File: src/rtl/pwr_mode_pkg.sv
package pwr_mode_pkg;

    typedef enum logic [2:0] {
        ST_FULL   = 3'd0,
        ST_ACTIVE = 3'd1,
        ST_SLEEP  = 3'd2,
        ST_DEEP   = 3'd3,
        ST_HIBER  = 3'd4,
        ST_WAKE   = 3'd5
    } pm_state_e;

    localparam logic [2:0] CODE_FULL   = 3'd0;
    localparam logic [2:0] CODE_ACTIVE = 3'd1;
    localparam logic [2:0] CODE_SLEEP  = 3'd2;
    localparam logic [2:0] CODE_DEEP   = 3'd3;
    localparam logic [2:0] CODE_HIBER  = 3'd4;

    typedef struct packed {
        logic cclk_en;
        logic sclk_en;
        logic pll_bypass;
        logic core_pwr;
        logic ext_wake;
        logic pad_tristate;
        logic dma_l1_block;
        logic int_rst;
    } pm_pins_t;

endpackage

File: src/rtl/pwr_req_check.sv
module pwr_req_check
    import pwr_mode_pkg::*;
(
    input  pm_state_e   st,
    input  logic [2:0]  code,
    input  logic        pll_off,
    output logic        legal
);
    logic awake;

    always_comb begin
        awake = (st == ST_FULL) || (st == ST_ACTIVE);
        legal = 1'b0;
        if (awake) begin
            case (code)
                CODE_FULL:   legal = (st == ST_FULL) || !pll_off;
                CODE_ACTIVE: legal = 1'b1;
                CODE_SLEEP:  legal = !pll_off;
                CODE_DEEP:   legal = 1'b1;
                CODE_HIBER:  legal = 1'b1;
                default:     legal = 1'b0;
            endcase
        end
    end
endmodule

File: src/rtl/pwr_wake_detect.sv
module pwr_wake_detect #(
    parameter int N_IRQ  = 8,
    parameter int N_WAKE = 4
) (
    input  logic [N_IRQ-1:0]  irq,
    input  logic [N_IRQ-1:0]  irq_mask,
    input  logic [N_WAKE-1:0] wake_src,
    input  logic [N_WAKE-1:0] wake_en,
    output logic              irq_hit,
    output logic              src_hit
);
    logic [N_IRQ-1:0]  irq_arm;
    logic [N_WAKE-1:0] src_arm;

    for (genvar i = 0; i < N_IRQ; i++) begin : g_irq
        assign irq_arm[i] = irq[i] & irq_mask[i];
    end

    for (genvar j = 0; j < N_WAKE; j++) begin : g_src
        assign src_arm[j] = wake_src[j] & wake_en[j];
    end

    assign irq_hit = |irq_arm;
    assign src_hit = |src_arm;
endmodule

File: src/rtl/pwr_vreg_keep.sv
module pwr_vreg_keep #(
    parameter int N_WAKE = 4
) (
    input  logic              clk,
    input  logic              por_n,
    input  logic              wr,
    input  logic [N_WAKE-1:0] wr_val,
    output logic [N_WAKE-1:0] wake_en
);
    logic [N_WAKE-1:0] en_d, en_q;

    always_comb begin
        en_d = en_q;
        if (wr) en_d = wr_val;
    end

    always_ff @(posedge clk or negedge por_n) begin
        if (!por_n) en_q <= '0;
        else        en_q <= en_d;
    end

    assign wake_en = en_q;
endmodule

File: src/rtl/pwr_out_decode.sv
module pwr_out_decode
    import pwr_mode_pkg::*;
(
    input  pm_state_e  st,
    output pm_pins_t   pins,
    output logic [2:0] status
);
    always_comb begin
        pins = '{cclk_en: 1'b0, sclk_en: 1'b0, pll_bypass: 1'b0, core_pwr: 1'b1,
                 ext_wake: 1'b1, pad_tristate: 1'b0, dma_l1_block: 1'b0, int_rst: 1'b0};
        status = 3'(st);
        case (st)
            ST_FULL: begin
                pins.cclk_en = 1'b1;
                pins.sclk_en = 1'b1;
            end
            ST_ACTIVE: begin
                pins.cclk_en    = 1'b1;
                pins.sclk_en    = 1'b1;
                pins.pll_bypass = 1'b1;
            end
            ST_SLEEP: begin
                pins.sclk_en      = 1'b1;
                pins.dma_l1_block = 1'b1;
            end
            ST_DEEP: begin
            end
            ST_HIBER: begin
                pins.core_pwr     = 1'b0;
                pins.ext_wake     = 1'b0;
                pins.pad_tristate = 1'b1;
            end
            ST_WAKE: begin
                pins.pad_tristate = 1'b1;
                pins.int_rst      = 1'b1;
                status            = CODE_HIBER;
            end
            default: begin
            end
        endcase
    end
endmodule

File: src/rtl/pwr_mode_ctrl.sv
module pwr_mode_ctrl
    import pwr_mode_pkg::*;
#(
    parameter int N_IRQ      = 8,
    parameter int N_WAKE     = 4,
    parameter int RST_CYCLES = 8
) (
    input  logic              clk,
    input  logic              por_n,
    input  logic              rst_pin,
    input  logic              req_valid,
    input  logic [2:0]        req_mode,
    input  logic              ctl_we,
    input  logic              ctl_bypass,
    input  logic              ctl_pll_off,
    input  logic              imask_we,
    input  logic [N_IRQ-1:0]  imask_val,
    input  logic [N_IRQ-1:0]  irq,
    input  logic              vreg_we,
    input  logic              vreg_hib,
    input  logic [N_WAKE-1:0] vreg_wake_en,
    input  logic [N_WAKE-1:0] wake_src,
    output logic              cclk_en,
    output logic              sclk_en,
    output logic              pll_bypass,
    output logic              pll_en,
    output logic              core_pwr,
    output logic              ext_wake,
    output logic              pad_tristate,
    output logic              dma_l1_block,
    output logic              int_rst,
    output logic [2:0]        mode_status,
    output logic              req_err
);
    localparam int CNT_W = (RST_CYCLES > 1) ? $clog2(RST_CYCLES) : 1;
    localparam logic [CNT_W-1:0] CNT_LAST = CNT_W'(RST_CYCLES - 1);

    typedef struct packed {
        pm_state_e        st;
        logic             byp;
        logic             poff;
        logic [N_IRQ-1:0] mask;
        logic             err;
        logic [CNT_W-1:0] cnt;
    } regs_t;

    regs_t r_d, r_q;

    logic              awake;
    logic              legal;
    logic              irq_hit;
    logic              src_hit;
    logic [N_WAKE-1:0] wake_en;
    pm_pins_t          pins;

    assign awake = (r_q.st == ST_FULL) || (r_q.st == ST_ACTIVE);

    pwr_req_check u_req (
        .st      (r_q.st),
        .code    (req_mode),
        .pll_off (r_q.poff),
        .legal   (legal)
    );

    pwr_wake_detect #(.N_IRQ(N_IRQ), .N_WAKE(N_WAKE)) u_wake (
        .irq      (irq),
        .irq_mask (r_q.mask),
        .wake_src (wake_src),
        .wake_en  (wake_en),
        .irq_hit  (irq_hit),
        .src_hit  (src_hit)
    );

    pwr_vreg_keep #(.N_WAKE(N_WAKE)) u_vreg (
        .clk     (clk),
        .por_n   (por_n),
        .wr      (vreg_we && awake),
        .wr_val  (vreg_wake_en),
        .wake_en (wake_en)
    );

    always_comb begin
        r_d = r_q;
        if (awake) begin
            if (ctl_we) begin
                r_d.byp = ctl_bypass;
                if (r_q.st == ST_ACTIVE) r_d.poff = ctl_pll_off;
            end
            if (imask_we) r_d.mask = imask_val;
        end
        case (r_q.st)
            ST_FULL, ST_ACTIVE: begin
                if (rst_pin) begin
                    r_d      = '0;
                    r_d.st   = ST_FULL;
                end else if (vreg_we && !vreg_hib) begin
                    r_d.st = ST_HIBER;
                end else if (req_valid) begin
                    if (legal) r_d.st = pm_state_e'(req_mode);
                    else       r_d.err = 1'b1;
                end
            end
            ST_SLEEP: begin
                if (rst_pin) begin
                    r_d    = '0;
                    r_d.st = ST_FULL;
                end else if (irq_hit) begin
                    r_d.st = r_q.byp ? ST_ACTIVE : ST_FULL;
                end else if (req_valid) begin
                    r_d.err = 1'b1;
                end
            end
            ST_DEEP: begin
                if (rst_pin) begin
                    r_d    = '0;
                    r_d.st = ST_FULL;
                end else if (req_valid) begin
                    r_d.err = 1'b1;
                end
            end
            ST_HIBER: begin
                if (rst_pin || src_hit) begin
                    r_d    = '0;
                    r_d.st = ST_WAKE;
                end
            end
            ST_WAKE: begin
                if (r_q.cnt == CNT_LAST) begin
                    r_d.st  = ST_FULL;
                    r_d.cnt = '0;
                end else begin
                    r_d.cnt = r_q.cnt + 1'b1;
                end
            end
            default: begin
                r_d    = '0;
                r_d.st = ST_FULL;
            end
        endcase
    end

    always_ff @(posedge clk or negedge por_n) begin
        if (!por_n) r_q <= '0;
        else        r_q <= r_d;
    end

    pwr_out_decode u_out (
        .st     (r_q.st),
        .pins   (pins),
        .status (mode_status)
    );

    assign cclk_en      = pins.cclk_en;
    assign sclk_en      = pins.sclk_en;
    assign pll_bypass   = pins.pll_bypass;
    assign core_pwr     = pins.core_pwr;
    assign ext_wake     = pins.ext_wake;
    assign pad_tristate = pins.pad_tristate;
    assign dma_l1_block = pins.dma_l1_block;
    assign int_rst      = pins.int_rst;
    assign pll_en       = !r_q.poff && (r_q.st != ST_HIBER);
    assign req_err      = r_q.err;
endmodule

File: config.mk
export PLATFORM = sky130hd
export DESIGN_NAME = pwr_mode_ctrl
export DESIGN_NICKNAME = d
export VERILOG_FILES = /design/src/rtl/pwr_mode_pkg.sv /design/src/rtl/pwr_req_check.sv /design/src/rtl/pwr_wake_detect.sv /design/src/rtl/pwr_vreg_keep.sv /design/src/rtl/pwr_out_decode.sv /design/src/rtl/pwr_mode_ctrl.sv
export SDC_FILE = /design/constraint.sdc
export NUM_CORES = 1
export LEC_CHECK = 0
export ABC_CLOCK_PERIOD_IN_PS = 2050
export BUFFER_PORTS_ARGS = -buffer_cell sky130_fd_sc_hd__clkbuf_2
export CAP_MARGIN = 20
export CORE_MARGIN = 2
export CORE_UTILIZATION = 47
export DETAILED_ROUTE_END_ITERATION = 12
export PLACE_DENSITY = 0.79
export RECOVER_POWER = 100
export SKIP_CTS_REPAIR_TIMING = 1
export SYNTH_ARGS = -nofsm -noshare
export SYNTH_HDL_FRONTEND = slang
export SYNTH_SLANG_ARGS = --single-unit
File: constraint.sdc
create_clock -name clk -period 2.05 [get_ports clk]
set_input_delay 0.41 -clock clk [delete_from_list [all_inputs] [get_ports clk]]
set_output_delay 0.41 -clock clk [all_outputs]
set_load 0.005 [all_outputs]
==> out/results.tsv, run 1 <==
metric	value	unit
max_slew.worst_pin.slew	1120	ps
maxSlewHeadroom	25.4	%
fp.dieArea	2920	µm²
grt_pass1_wl	4.62	mm
hold_violations	0	
syn_area	1180	µm²
fmax	0.517	GHz
routed_wl	2.68	mm
final_util	58.7	%
layout_common_cells	45 x clkbuf_2, 22 x nand2_1, 21 x dfrtp_1	
vias	1041	
critical_path_arrival	1530	ps
dieWidth	54.0	µm
synth_area_per_cell	9.72	µm²
p_per_area	1110	nW/µm²
ant_nets	0	
portBuffers	49	
hold_class	primary input to asynchronous set/reset pin	
yosys_warnings	0	
synth_top_family_by_area	simple AND/OR/NAND/NOR gates	
final_cell_area	1430	µm²
status	finished clean	
grt_usage	21.7	%
crit_fanout	10	
routedWlPerCell	13.6	µm
dpl_cell_area	1410	µm²
grt_pass1_vias	1066	
drt_first_pass_iters	5	
cts_buffer_depth	2	
synth.distinct_cells	40	
cts_tree	done	
fill_cells	235	
worstSetupStartpointType	flip-flop	
cts-buffers-inserted	3	
fin_nets	207	
maxSlewViolCount	0	
grt_overflow_total	0	
rsz0062_at_grt	true	
remaining_drc_errors	0	
finalSetupViolCount	0	
syn_nets	160	
ir_worst_vdd	655	µV
diodes	0	
path_class	flip-flop to primary output	
yosys.area_share.adder	2.13	%
drv_cap	0	
cp-end-kind	primary output	
synth-compound-area-share	17.8	%
rows	18	
clk_latency	310	ps
hpwlAfterDp	2.14	mm
core	2430	µm²
die-height	54.0	µm
final_common_cell	clkbuf_2	
yosys_register_bits	21	
io_pins	50	
required	1640	ps
syn_inst	121	
period_needed	1940	ps
synth-xor-area-share	0	%
leakagePower	0.716	nW
cts_sinks	21	
finClkSkew	13.4	ps
drt-initial-drc-count	17	
ys_seq_area_share	44.7	%
clk_pin_slew	130	ps
layout-drive-gt1-share	37.1	%
cts_root_buffer	clkbuf_4	
yosys.area_share.simple	22.3	%
h-tree-depth	1	
syn_to_final_growth	21.5	%
grt_max_degree	22	
finalCritPeriodShare	94.4	%
place.gp.congestion	0.847	
via_per_inst	5.28	
start_util	48.4	%
antenna_found_initial	0	
synth.area.mux_share	6.81	%
## path summary, 6_finish.rpt
path,slack (ps),startpoint,cells past startpoint,to
min,270,por_n,1,r_q[5]$_DFF_PN0_
min reg2reg,520,r_q[0]$_DFFE_PN0P_,1,r_q[0]$_DFFE_PN0P_
min in group clk,290,imask_val[7],3,r_q[11]$_DFF_PN0_
max in group asynchronous,1100,por_n,1,req_err$_DFFE_PN0P_
max reg2reg,200,r_q[16]$_DFFE_PN0P_,6,r_q[14]$_DFFE_PN0P_
max,110,r_q[16]$_DFFE_PN0P_,4,core_pwr
## registers in the layout, summed over array words and instances (netlist names)
| name | count |
|---|---|
| r_q | 16 |
| u_vreg.wake_en | 4 |
| req_err | 1 |
## where the power goes
group          internal, W  switching [W]  leakage [nW]
clock network    0.0000745       0.000134        0.0139
registers         0.000537       0.000106         0.277
logic             0.000352       0.000387         0.424
total             0.000964       0.000627         0.716
## cells in the mapped netlist
cell	n	share of area (%)
a21oi_1	12	5.1
a222oi_1	1	0.85
a22o_1	1	0.74
a22oi_1	5	3.2
a32oi_1	1	0.74
and2_0	1	0.53
and2_1	3	1.6
and2b_4	1	0.85
and4_1	1	0.74
buf_4	2	1.3
buf_6	2	1.9
clkbuf_1	3	0.96
dfrtp_1	21	45
dlygate4sd3_1	1	0.85
ha_1	2	2.1
inv_1	3	0.96
inv_2	1	0.32
mux2_2	4	3.8
mux2_4	1	1.3
mux2i_1	2	1.7
nand2_1	22	7.0
nand2b_1	2	1.1
nand2b_2	1	0.74
nand3b_1	1	0.64
nand4b_1	1	0.74
nor2_1	6	1.9
nor2b_1	3	1.6
nor2b_4	1	1.2
nor3_1	1	0.43
nor3_2	1	0.85
nor3b_2	1	1.1
o211a_1	2	1.7
o211ai_1	1	0.64
o21ai_0	2	0.85
o21ai_2	1	0.74
o21bai_1	2	1.3
o22ai_1	2	1.1
o32a_1	1	0.85
or2b_2	1	0.74
or4_1	1	0.64
## final cells by class
cell class | instances | area, µm² | share of cell area (%)
Clock inverter | 1 | 7.51 | 0.525
Sequential cell | 21 | 526 | 36.8
Inverter | 4 | 15.0 | 1.05
Tap cell | 30 | 37.5 | 2.63
Timing Repair Buffer | 50 | 248 | 17.3
Clock buffer | 3 | 22.5 | 1.58
Multi-Input combinational cell | 88 | 573 | 40.1
## stage by stage
| stage | hold WS, ps | setup TNS, ps | power (W) | setup WS (ps) | instances |
|---|---|---|---|---|---|
| 6_report | 275 | 0 | 0.00159 | 114 | 197 |
| 4_1_cts | 53.9 | 0 | 0.00161 | 102 | 197 |
| 3_5_place_dp | 408 | 0 | 0.00140 | 197 | 193 |
| 2_1_floorplan | 114 | 0 | 0.00120 | 457 | 121 |
| 5_1_grt | 285 | -7.06 | 0.00173 | -7.06 | 197 |
| 3_3_place_gp | 399 | 0 | 0.00137 | 298 | 193 |
## per-layer routing
layer  track usage, %  up-vias  routed length (µm)
met5                0        -                   0
met4             5.83        0                  29
met3             5.83        4                 198
met2             37.2       42                1340
met1             26.7      479                1120
li1                 -      516                   -
## critical path, stage by stage, from the launching register on
cell and delay (ps):
dfrtp_1 560, nor2b_4 290, and2b_4 210, inv_2 60, clkbuf_2 110
## kinds of logic (layout without fill, tap and decap cells)
group,count (synthesis),count (layout)
and+or+nand+nor,48,48
AOI/OAI and AO/OA,31,31
DFF,21,21
buffers and inverters,12,58
muxes,7,7
adders and majority gates,2,2
No activity file was read; power rests on OpenSTA's default activity.
==> run 2, diff against run 1 <==
--- a/config.mk
+++ b/config.mk
@@ -5,11 +5,12 @@
 export SDC_FILE = /design/constraint.sdc
 export NUM_CORES = 1
 export LEC_CHECK = 0
+export ABC_AREA = 1
 export ABC_CLOCK_PERIOD_IN_PS = 2050
-export BUFFER_PORTS_ARGS = -buffer_cell sky130_fd_sc_hd__clkbuf_2
+export BUFFER_PORTS_ARGS = -buffer_cell sky130_fd_sc_hd__buf_2
 export CAP_MARGIN = 20
 export CORE_MARGIN = 2
-export CORE_UTILIZATION = 47
+export CORE_UTILIZATION = 49
 export DETAILED_ROUTE_END_ITERATION = 12
 export PLACE_DENSITY = 0.79
 export RECOVER_POWER = 100
==> run 2 against run 1 <==
Setup slack better by 110 ps. Synthesized cell count rose by 55%. Non-clock buffer count down 1. First-iteration DRC count increased to 3.0 times the previous value. Global-route usage is 2.4 points lower. Register-to-register slack improved by 90 ps. Via count is 26% higher. Core utilization up 0.86 points.
==> out/results.tsv, run 2 <==
metric	value	unit
cts_sinks	21	
p_sw_share	44.5	%
period_needed	1830	ps
via_per_inst	4.89	
place_ws	508	ps
synth-edff-count	0	
clk_pin_slew	110	ps
cpPeakStageDelay	460	ps
p_per_area	1180	nW/µm²
hpwlAfterDp	2.34	mm
required	1640	ps
busiest_layer	met2	
grt_pass1_vias	1252	
leakagePower	1.04	nW
path_class	flip-flop to primary output	
syn_to_final_growth	16.6	%
worstSetupStartpointType	flip-flop	
fp.dieArea	3270	µm²
remaining_drc_errors	0	
crit_chain	inv_2, nand3_2, nand2_4, inv_1, nand2_1, buf_2	
clkPwrFrac	10.2	%
synth.distinct_cells	26	
fin_nets	277	
syn_inst	188	
grt_usage	19.3	%
final_common_cell	nand2_1	
p_comb_share	53.9	%
tns	0	ps
synth_most_common_cell	nand2_1	
synth_top_area_share	37.9	%
cts_root_buffer	clkbuf_4	
place.gp.congestion	0.886	
maxSlewHeadroom	27.5	%
h-tree-depth	1	
pwr-share-seq	35.9	%
max_slew.worst_pin.slew	1090	ps
cts_tree	done	
yosys_register_bits	21	
drv_cap	0	
ys_seq_area_share	37.9	%
finalCritPeriodShare	89.0	%
fill_cells	281	
setup_slack	225	ps
use_met2	32.2	%
ir_worst_vdd	720	µV
use_met1	24.3	%
rsz0062_at_grt	false	
core	2710	µm²
dieWidth	57.2	µm
layout_common_cells	59 x nand2_1, 44 x buf_2, 40 x inv_1	
synth_area_per_cell	7.37	µm²
fmax	0.548	GHz
async_reset_ff_share	100	%
synth_common_cells	57 x nand2_1, 39 x inv_1, 21 x dfrtp_1, 11 x nand3_1, 10 x nor2_1	
io_pins	50	
diodes	0	
antenna_found_initial	0	
fin_total_pwr	0.00191	W
critical_path_arrival	1420	ps
maxSlewViolCount	0	
syn_area	1390	µm²
start_util	51.1	%
drt-initial-drc-count	51	
yosysTopAreaCell	dfrtp_1	
cp_slowest_cell	dfrtp_1	
grt_max_degree	22	
routedWlPerCell	10.7	µm
layout-drive-gt1-share	26.6	%
largest_register_ffs	16	
hold_violations	0	
clk_latency	300	ps
power.internal	0.00106	W
portBuffers	49	
synth_area_leaders	dfrtp_1 38%, nand2_1 15%, inv_1 11%	
status	finished clean	
finalSetupViolCount	0	
rows	19	
yosys_warnings	0	
ant_nets	0	
grt_overflow_total	0	
grt_pass1_wl	4.90	mm
die-height	57.2	µm
final_util	59.6	%
synth-main-ff-cell	dfrtp_1	
cts-buffers-inserted	3	
use_met3	2.27	%
cts_buffer_depth	2	
crit_fanout	6	
routed_wl	2.88	mm
finClkSkew	8.36	ps
vias	1311	
drt_first_pass_iters	4	
hold_class	primary input to asynchronous set/reset pin	
syn_nets	227	
cp-end-kind	primary output	
p_sw	0.000849	W
regMostFlops	r_q	
## run 2: changes by cell type after synthesis, sizes merged, moves of 3 or more
cell,change
inv,+39
and2,-4
a22oi,-5
o211ai,+7
nand2,+40
nand2b,-3
a21oi,-10
nor2,+8
nor2b,-4
nand3,+16
## run 2: cell families after synthesis
logic type      Yosys count  synth area share (%)
compound gates           20                  9.94
buf+inv                  47                  13.9
simple gates             94                  33.2
mux                       4                  3.25
fa+ha+maj                 2                  1.81
flops                    21                  37.9
## run 2: through the flow
stage	hold WS (ps)	cells	cell area, µm²
final	275	268	1620
after global routing	320	268	1620
after CTS	47.3	268	1660
after detailed placement	392	264	1640
after global placement	389	264	1640
after floorplan	114	188	1390
## run 2: metal layers
layer / vias up / part of all wire [%]
met3: 5 / 6.6
met4: 0 / 2.1
met1: 580 / 45
met2: 48 / 46
met5: - / 0
li1: 678 / -
## run 2: final timing paths
path | startpoint | end | slack [ps] | depth (start not counted)
worst max register to register | r_q[14]$_DFFE_PN0P_ | r_q[12]$_DFF_PN0_ | 290 | 7
worst min-delay path | por_n | r_q[9]$_DFF_PN0_ | 280 | 1
min in group clk | vreg_wake_en[2] | u_vreg.wake_en[2]$_DFFE_PN0P_ | 330 | 2
worst max-delay path | r_q[15]$_DFFE_PN0P_ | sclk_en | 220 | 6
worst min register to register | req_err$_DFFE_PN0P_ | req_err$_DFFE_PN0P_ | 500 | 2
max in group asynchronous | por_n | r_q[4]$_DFF_PN0_ | 1120 | 1
## run 2: cell type report
cell class	instances	area, µm²	area share [%]
Clock buffer	4	26.3	1.63
Inverter	43	161	9.99
Multi-Input combinational cell	120	622	38.5
Sequential cell	21	526	32.5
Tap cell	31	38.8	2.40
Timing Repair Buffer	49	241	14.9
## run 2: critical path: cells and delay by family (launching register included)
| kind | cells | cell delay (ps) |
|---|---|---|
| and+or+nand+nor | 3 | 340 |
| DFF | 1 | 460 |
| buffers and inverters | 3 | 320 |
## run 2: power by group through the flow
stage	Sequential (W)	Combinational, W	Clock, W
floorplan	0.000667	0.000835	0
global placement	0.000693	0.00107	0
detailed placement	0.000699	0.00109	0
CTS	0.000690	0.00109	0.000207
global route	0.000708	0.00118	0.000224
finish	0.000685	0.00103	0.000195
